File: config.mk
export PLATFORM = sky130hd
export DESIGN_NAME = am_ts_corrector
export DESIGN_NICKNAME = d
export VERILOG_FILES = /design/src/rtl/ts_corr_pkg.sv /design/src/rtl/sop_detect.sv /design/src/rtl/am_sched.sv /design/src/rtl/ts_track.sv /design/src/rtl/am_ts_corrector.sv
export SDC_FILE = /design/constraint.sdc
export NUM_CORES = 2
export LEC_CHECK = 0
export ABC_AREA = 1
export BUFFER_PORTS_ARGS = -buffer_cell sky130_fd_sc_hd__clkbuf_2
export CAP_MARGIN = 20
export CORE_UTILIZATION = 70
export CTS_BUF_LIST = sky130_fd_sc_hd__clkbuf_2 sky130_fd_sc_hd__clkbuf_4 sky130_fd_sc_hd__clkbuf_8
export DETAILED_ROUTE_END_ITERATION = 10
export GPL_ROUTABILITY_DRIVEN = 0
export PLACE_DENSITY = 0.9
export SYNTH_ARGS = -nofsm -noshare
export SYNTH_HDL_FRONTEND = slang
export SYNTH_HIERARCHICAL = 1
export SYNTH_SLANG_ARGS = --single-unit
File: constraint.sdc
create_clock -name clk -period 36.2 [get_ports clk]
set_input_delay 5.43 -clock clk [delete_from_list [all_inputs] [get_ports clk]]
set_output_delay 5.43 -clock clk [all_outputs]
set_load 0.05 [all_outputs]
File: src/rtl/ts_corr_pkg.sv
`timescale 1ns/1ps
package ts_corr_pkg;
  localparam int BLK_BITS   = 257;
  localparam int SLOT_BITS  = 64;
  localparam int SLOTS      = 4;
  localparam int SLOT_W     = $clog2(SLOTS);
  localparam int GRP_NARROW = 4;
  localparam int GRP_WIDE   = 8;
  localparam int GRP_CNT_W  = $clog2(GRP_WIDE + 1);

  // bit times from block start to the first symbol after the delimiter
  function automatic int ref_off_bits(input int slot);
    return 1 + SLOT_BITS * (slot + 1) + ((slot == SLOTS - 1) ? 1 : 0);
  endfunction

  function automatic int grp_blocks(input logic wide);
    return wide ? GRP_WIDE : GRP_NARROW;
  endfunction

  function automatic int grp_bits(input logic wide);
    return grp_blocks(wide) * BLK_BITS;
  endfunction

  // total signed bit-time correction for one message
  function automatic int corr_bits(input int slot, input logic am_hit,
                                   input logic wide, input int idle_net);
    int t;
    t = ref_off_bits(slot) + idle_net * BLK_BITS;
    if (am_hit && slot == SLOTS - 1) t = t + grp_bits(wide);
    return t;
  endfunction
endpackage

File: src/rtl/sop_detect.sv
`timescale 1ns/1ps
module sop_detect
  import ts_corr_pkg::*;
(
  input  logic [SLOTS-1:0]  start_flags,
  output logic              sop_hit,
  output logic [SLOT_W-1:0] sop_slot
);
  logic [SLOTS-1:0] grant;

  assign grant[0] = start_flags[0];
  generate
    for (genvar i = 1; i < SLOTS; i++) begin : g_pri
      assign grant[i] = start_flags[i] & ~(|start_flags[i-1:0]);
    end
  endgenerate

  always_comb begin
    sop_slot = '0;
    for (int i = SLOTS - 1; i >= 0; i--) begin
      if (grant[i]) sop_slot = SLOT_W'(i);
    end
  end

  assign sop_hit = |start_flags;


  grant_onehot_chk: assert final ($onehot0(grant) && ((|grant) == sop_hit));
endmodule

File: src/rtl/am_sched.sv
`timescale 1ns/1ps
module am_sched
  import ts_corr_pkg::*;
#(
  parameter int AMP_W = 16
) (
  input  logic             clk,
  input  logic             rst_n,
  input  logic             blk_acc,
  input  logic [AMP_W-1:0] am_period,
  input  logic             mode_wide,
  output logic             am_stall,
  output logic             grp_start
);
  logic [AMP_W-1:0]     blk_cnt;
  logic [GRP_CNT_W-1:0] stall_cnt;

  assign grp_start = blk_acc && (am_period != '0) &&
                     (blk_cnt >= am_period - 1'b1);
  assign am_stall  = (stall_cnt != '0);

  always_ff @(posedge clk) begin
    if (!rst_n) begin
      blk_cnt   <= '0;
      stall_cnt <= '0;
    end else begin
      if (grp_start) begin
        blk_cnt   <= '0;
        stall_cnt <= GRP_CNT_W'(grp_blocks(mode_wide));
      end else begin
        if (blk_acc) blk_cnt <= blk_cnt + 1'b1;
        if (stall_cnt != '0) stall_cnt <= stall_cnt - 1'b1;
      end
    end
  end

  // checker-side run length of the stall
  logic [GRP_CNT_W-1:0] run_len;
  always_ff @(posedge clk) begin
    if (!rst_n) run_len <= '0;
    else        run_len <= am_stall ? run_len + 1'b1 : '0;
  end


  stall_len_chk: assert property (@(posedge clk) disable iff (!rst_n)
    (!am_stall && $past(am_stall)) |->
      (int'(run_len) == grp_blocks($past(mode_wide))));


  no_accept_in_stall_chk: assert property (@(posedge clk) disable iff (!rst_n)
    $rose(am_stall) |-> $past(grp_start));
endmodule

File: src/rtl/ts_track.sv
`timescale 1ns/1ps
module ts_track
  import ts_corr_pkg::*;
#(
  parameter int TS_W   = 64,
  parameter int INC_W  = 24,
  parameter int SEQ_W  = 8,
  parameter int IDLE_W = 6
) (
  input  logic              clk,
  input  logic              rst_n,
  input  logic              blk_acc,
  input  logic              sop_hit,
  input  logic [SLOT_W-1:0] sop_slot,
  input  logic              am_stall,
  input  logic              mode_wide,
  input  logic [TS_W-1:0]   tod_in,
  input  logic [INC_W-1:0]  bit_inc,
  input  logic              idle_evt,
  input  logic              idle_del,
  output logic              ts_vld,
  output logic [TS_W-1:0]   ts_val,
  output logic [SEQ_W-1:0]  ts_seq,
  output logic              ovl_err
);
  logic                     pending;
  logic [TS_W-1:0]          cap_tod;
  logic [SLOT_W-1:0]        cap_slot;
  logic [SEQ_W-1:0]         cap_seq;
  logic [SEQ_W-1:0]         seq_cnt;
  logic                     am_seen;
  logic signed [IDLE_W-1:0] idle_acc;

  logic                     cap_evt, ovl_evt, rel_evt;
  logic signed [IDLE_W-1:0] idle_step, idle_next;
  int                       tot_bits;
  logic signed [TS_W-1:0]   corr_ext, inc_ext, corr_time;
  logic [TS_W-1:0]          ts_next;

  assign cap_evt = blk_acc && sop_hit && !pending;
  assign ovl_evt = blk_acc && sop_hit && pending;
  assign rel_evt = blk_acc && pending;

  assign idle_step = !idle_evt ? '0 : (idle_del ? -IDLE_W'(1) : IDLE_W'(1));
  assign idle_next = idle_acc + idle_step;

  always_comb begin
    tot_bits  = corr_bits(int'(cap_slot), am_seen, mode_wide, int'(idle_next));
    corr_ext  = TS_W'(tot_bits);
    inc_ext   = signed'({{(TS_W-INC_W){1'b0}}, bit_inc});
    corr_time = corr_ext * inc_ext;
    ts_next   = cap_tod + $unsigned(corr_time);
  end

  always_ff @(posedge clk) begin
    if (!rst_n) begin
      pending  <= 1'b0;
      cap_tod  <= '0;
      cap_slot <= '0;
      cap_seq  <= '0;
      seq_cnt  <= '0;
      am_seen  <= 1'b0;
      idle_acc <= '0;
      ts_vld   <= 1'b0;
      ts_val   <= '0;
      ts_seq   <= '0;
      ovl_err  <= 1'b0;
    end else begin
      ts_vld <= rel_evt;
      if (rel_evt) begin
        ts_val <= ts_next;
        ts_seq <= cap_seq;
      end
      if (cap_evt) begin
        pending  <= 1'b1;
        cap_tod  <= tod_in;
        cap_slot <= sop_slot;
        cap_seq  <= seq_cnt;
        seq_cnt  <= seq_cnt + 1'b1;
        am_seen  <= 1'b0;
        idle_acc <= '0;
      end else if (pending) begin
        idle_acc <= idle_next;
        if (am_stall) am_seen <= 1'b1;
        if (rel_evt)  pending <= 1'b0;
      end
      if (ovl_evt) ovl_err <= 1'b1;
    end
  end


  out_after_pending_chk: assert property (@(posedge clk) disable iff (!rst_n)
    ts_vld |-> $past(pending));


  ovl_sticky_chk: assert property (@(posedge clk) disable iff (!rst_n)
    ovl_err |=> ovl_err);


  no_capture_while_pending_chk: assert property (@(posedge clk) disable iff (!rst_n)
    (blk_acc && sop_hit && pending) |=> (seq_cnt == $past(seq_cnt)));


  seq_step_chk: assert property (@(posedge clk) disable iff (!rst_n)
    cap_evt |=> (seq_cnt == $past(seq_cnt) + 1'b1) && pending);
endmodule

File: src/rtl/am_ts_corrector.sv
`timescale 1ns/1ps
module am_ts_corrector
  import ts_corr_pkg::*;
#(
  parameter int TS_W   = 64,
  parameter int INC_W  = 24,
  parameter int AMP_W  = 16,
  parameter int SEQ_W  = 8,
  parameter int IDLE_W = 6
) (
  input  logic             clk,
  input  logic             rst_n,
  input  logic [TS_W-1:0]  tod_in,
  input  logic [INC_W-1:0] bit_inc,
  input  logic [AMP_W-1:0] am_period,
  input  logic             mode_wide,
  input  logic             blk_vld,
  input  logic [SLOTS-1:0] blk_start,
  input  logic             idle_evt,
  input  logic             idle_del,
  output logic             am_stall,
  output logic             ts_vld,
  output logic [TS_W-1:0]  ts_val,
  output logic [SEQ_W-1:0] ts_seq,
  output logic             ovl_err
);
  logic              blk_acc;
  logic              grp_start;
  logic              sop_hit;
  logic [SLOT_W-1:0] sop_slot;

  assign blk_acc = blk_vld && !am_stall;

  sop_detect u_sop (
    .start_flags (blk_start),
    .sop_hit     (sop_hit),
    .sop_slot    (sop_slot)
  );

  am_sched #(.AMP_W(AMP_W)) u_sched (
    .clk       (clk),
    .rst_n     (rst_n),
    .blk_acc   (blk_acc),
    .am_period (am_period),
    .mode_wide (mode_wide),
    .am_stall  (am_stall),
    .grp_start (grp_start)
  );

  ts_track #(
    .TS_W(TS_W), .INC_W(INC_W), .SEQ_W(SEQ_W), .IDLE_W(IDLE_W)
  ) u_track (
    .clk       (clk),
    .rst_n     (rst_n),
    .blk_acc   (blk_acc),
    .sop_hit   (sop_hit),
    .sop_slot  (sop_slot),
    .am_stall  (am_stall),
    .mode_wide (mode_wide),
    .tod_in    (tod_in),
    .bit_inc   (bit_inc),
    .idle_evt  (idle_evt),
    .idle_del  (idle_del),
    .ts_vld    (ts_vld),
    .ts_val    (ts_val),
    .ts_seq    (ts_seq),
    .ovl_err   (ovl_err)
  );


  grp_only_on_accept_chk: assert property (@(posedge clk) disable iff (!rst_n)
    grp_start |-> (blk_vld && !am_stall));
endmodule

==> results.sh <==
export IMPL_status="completed"
export IMPL_clk_root_buffer_cell="clkbuf_8"
export IMPL_maxCapViolCount=0
export IMPL_cts_sinks=184
export IMPL_worst_pin_slew_ns=1.02
export IMPL_io_pins=189
export IMPL_dr_first_iter_drc_count=3435
export IMPL_cts_made_buffers=17
export IMPL_die_w_um=213
export IMPL_clock_latency_ns=0.49
export IMPL_drive_gt1_frac=0.0842
export IMPL_syn2layout_area_growth_pct=5.57
export IMPL_initial_core_util=0.709
export IMPL_design_area_um2=33000
export IMPL_drc=0
export IMPL_drtPass1Iterations=9
export IMPL_skew_ns=0.0207
export IMPL_cts_hold_buf=0
export IMPL_syn_cell_area_um2=31300
export IMPL_core_area_um2=44100
export IMPL_io_buffer_count=188
export IMPL_post_cts_setup_buffer_count=0
export IMPL_critPathArrivalTime_ns=19.47
export IMPL_clock_tree_buffer_depth=2
export IMPL_grt_overflow=0
export IMPL_clk_pin_slew_ns=0.10
export IMPL_relSlewSlack=0.319
export IMPL_max_freq_ghz=0.0524
export IMPL_timing_final_max_slew_violations=0
export IMPL_num_vias=28800
export IMPL_setup_tns_ns=0
export IMPL_synth_nets=5011
export IMPL_crit_required_ns=36.59
export IMPL_wl_per_cell_um=18.0
export IMPL_slowest_stage="fa_1"
export IMPL_crit_path_max_fanout=23
export IMPL_ys_warn_count=6
export IMPL_htreeDepth=4
export IMPL_crit_type="in2reg"
export IMPL_dp_hpwl_um=71300
export IMPL_finalCritPeriodShare=0.527
export IMPL_die_h_um=213
export IMPL_antenna_found_initial=1
export IMPL_grt_start_max_net_pins=100
export IMPL_worst_setup_path_end_kind="flip-flop"
export IMPL_rrSetupSlack_ns=21.89
export IMPL_cts_resized=0
export IMPL_avgSynthCellArea_um2=7.52
export IMPL_setup_violations=0
export IMPL_dieArea_um2=45500
export IMPL_hold_viol=0
export IMPL_cts_tree="done"
export IMPL_wl_um=87600
export IMPL_vias_per_cell=5.90
export IMPL_path_common_cell="nand2_1"
export IMPL_grt_pass1_wl_um=142000
export IMPL_cp_start_kind="input port"
export IMPL_hp_class="reg2reg"
export IMPL_grt_pass1_vias=28600
export IMPL_track_usage=0.398
export IMPL_final_nets=5126
export IMPL_placed_cell_area_um2=32600
export IMPL_rows=77
export IMPL_slowest_delay_ns=1.14
export IMPL_rsz0062_at_grt="false"
export IMPL_netlist_instances=4158
export IMPL_period_needed_ns=19.09
export IMPL_detail_route_antenna_nets=0
## flip-flops by register name, indices dropped and copies added (netlist names)
signal and cells:
u_track/seq_cnt 8, u_track/ovl_err 1, u_track/ts_vld 1, u_track/ts_seq 8, u_sched/blk_cnt 16, u_track/idle_acc 6, u_track/cap_seq 8, u_track/pending 1
u_track/ts_val 64, u_sched/stall_cnt 4, u_track/am_seen 1, u_track/cap_tod 64, u_track/cap_slot 2
## layer usage
layer	part of all wire	wire [um]	track usage	vias to the layer above
met5	0.00059	52	0	-
met4	0.055	4830	0.198	4
met3	0.12	10200	0.109	409
met2	0.45	39600	0.627	1856
met1	0.38	32900	0.505	13500
li1	-	-	-	13000
## per-stage QoR
step	worst slack [ns]	cells	util	hold WS, ns
final	17.11	4878	0.748	0.463
after global routing	16.25	4877	0.748	0.479
after floorplan	19.59	4158	-	0.438
after CTS	17.47	4876	0.748	0.463
after global placement	17.50	4845	0.739	0.437
after detailed placement	17.04	4845	0.739	0.442
## critical path: cells and delay by family
| family | cells | cell delay [ns] |
|---|---|---|
| AND/OR/NAND/NOR | 30 | 4.21 |
| AO/OA/AOI/OAI | 6 | 1.32 |
| adder cells (fa/ha/maj) | 12 | 6.28 |
| buffers and inverters | 9 | 1.64 |
| XOR/XNOR | 3 | 0.55 |
## placed cells by master, fill, tap and decap left out, types with 11 or more instances in the layout
master,count
inv_1,856
nand2_1,654
nor2_1,507
fa_1,468
ha_1,271
o21ai_0,260
a21oi_1,223
clkbuf_2,188
dfxtp_1,184
nand3_1,155
xor2_1,81
xnor2_1,60
nor2_2,40
a31oi_1,29
a21o_1,28
nor3_1,25
nand2_2,23
o21bai_1,23
clkbuf_8,19
nand4_1,17
buf_4,14
nor4_1,13
or2_2,12
nand2_4,11
## path summary, 6_finish.rpt
check             depth (start not counted)                start                  to
setup reg to reg                         59  u_track/idle_acc[4]  u_track/ts_val[58]
hold / removal                            2   u_track/ts_val[59]  u_track/ts_val[59]
hold reg to reg                           2   u_track/ts_val[59]  u_track/ts_val[59]
setup / recovery                         60             idle_evt  u_track/ts_val[58]
## area by class of cell
class | instances | area [um^2]
antenna | 1 | 2.50
fill | 3303 | 11100
clock buffer | 19 | 262
clock inverter | 12 | 130
sequential | 184 | 3680
tap | 592 | 741
multi-input combinational | 2993 | 23900
timing repair buffer | 203 | 1070
inverter | 874 | 3280
Power is left out: the tool's default activity adds up to more than one toggle a clock period on the data nets, which glitch-free logic cannot reach.
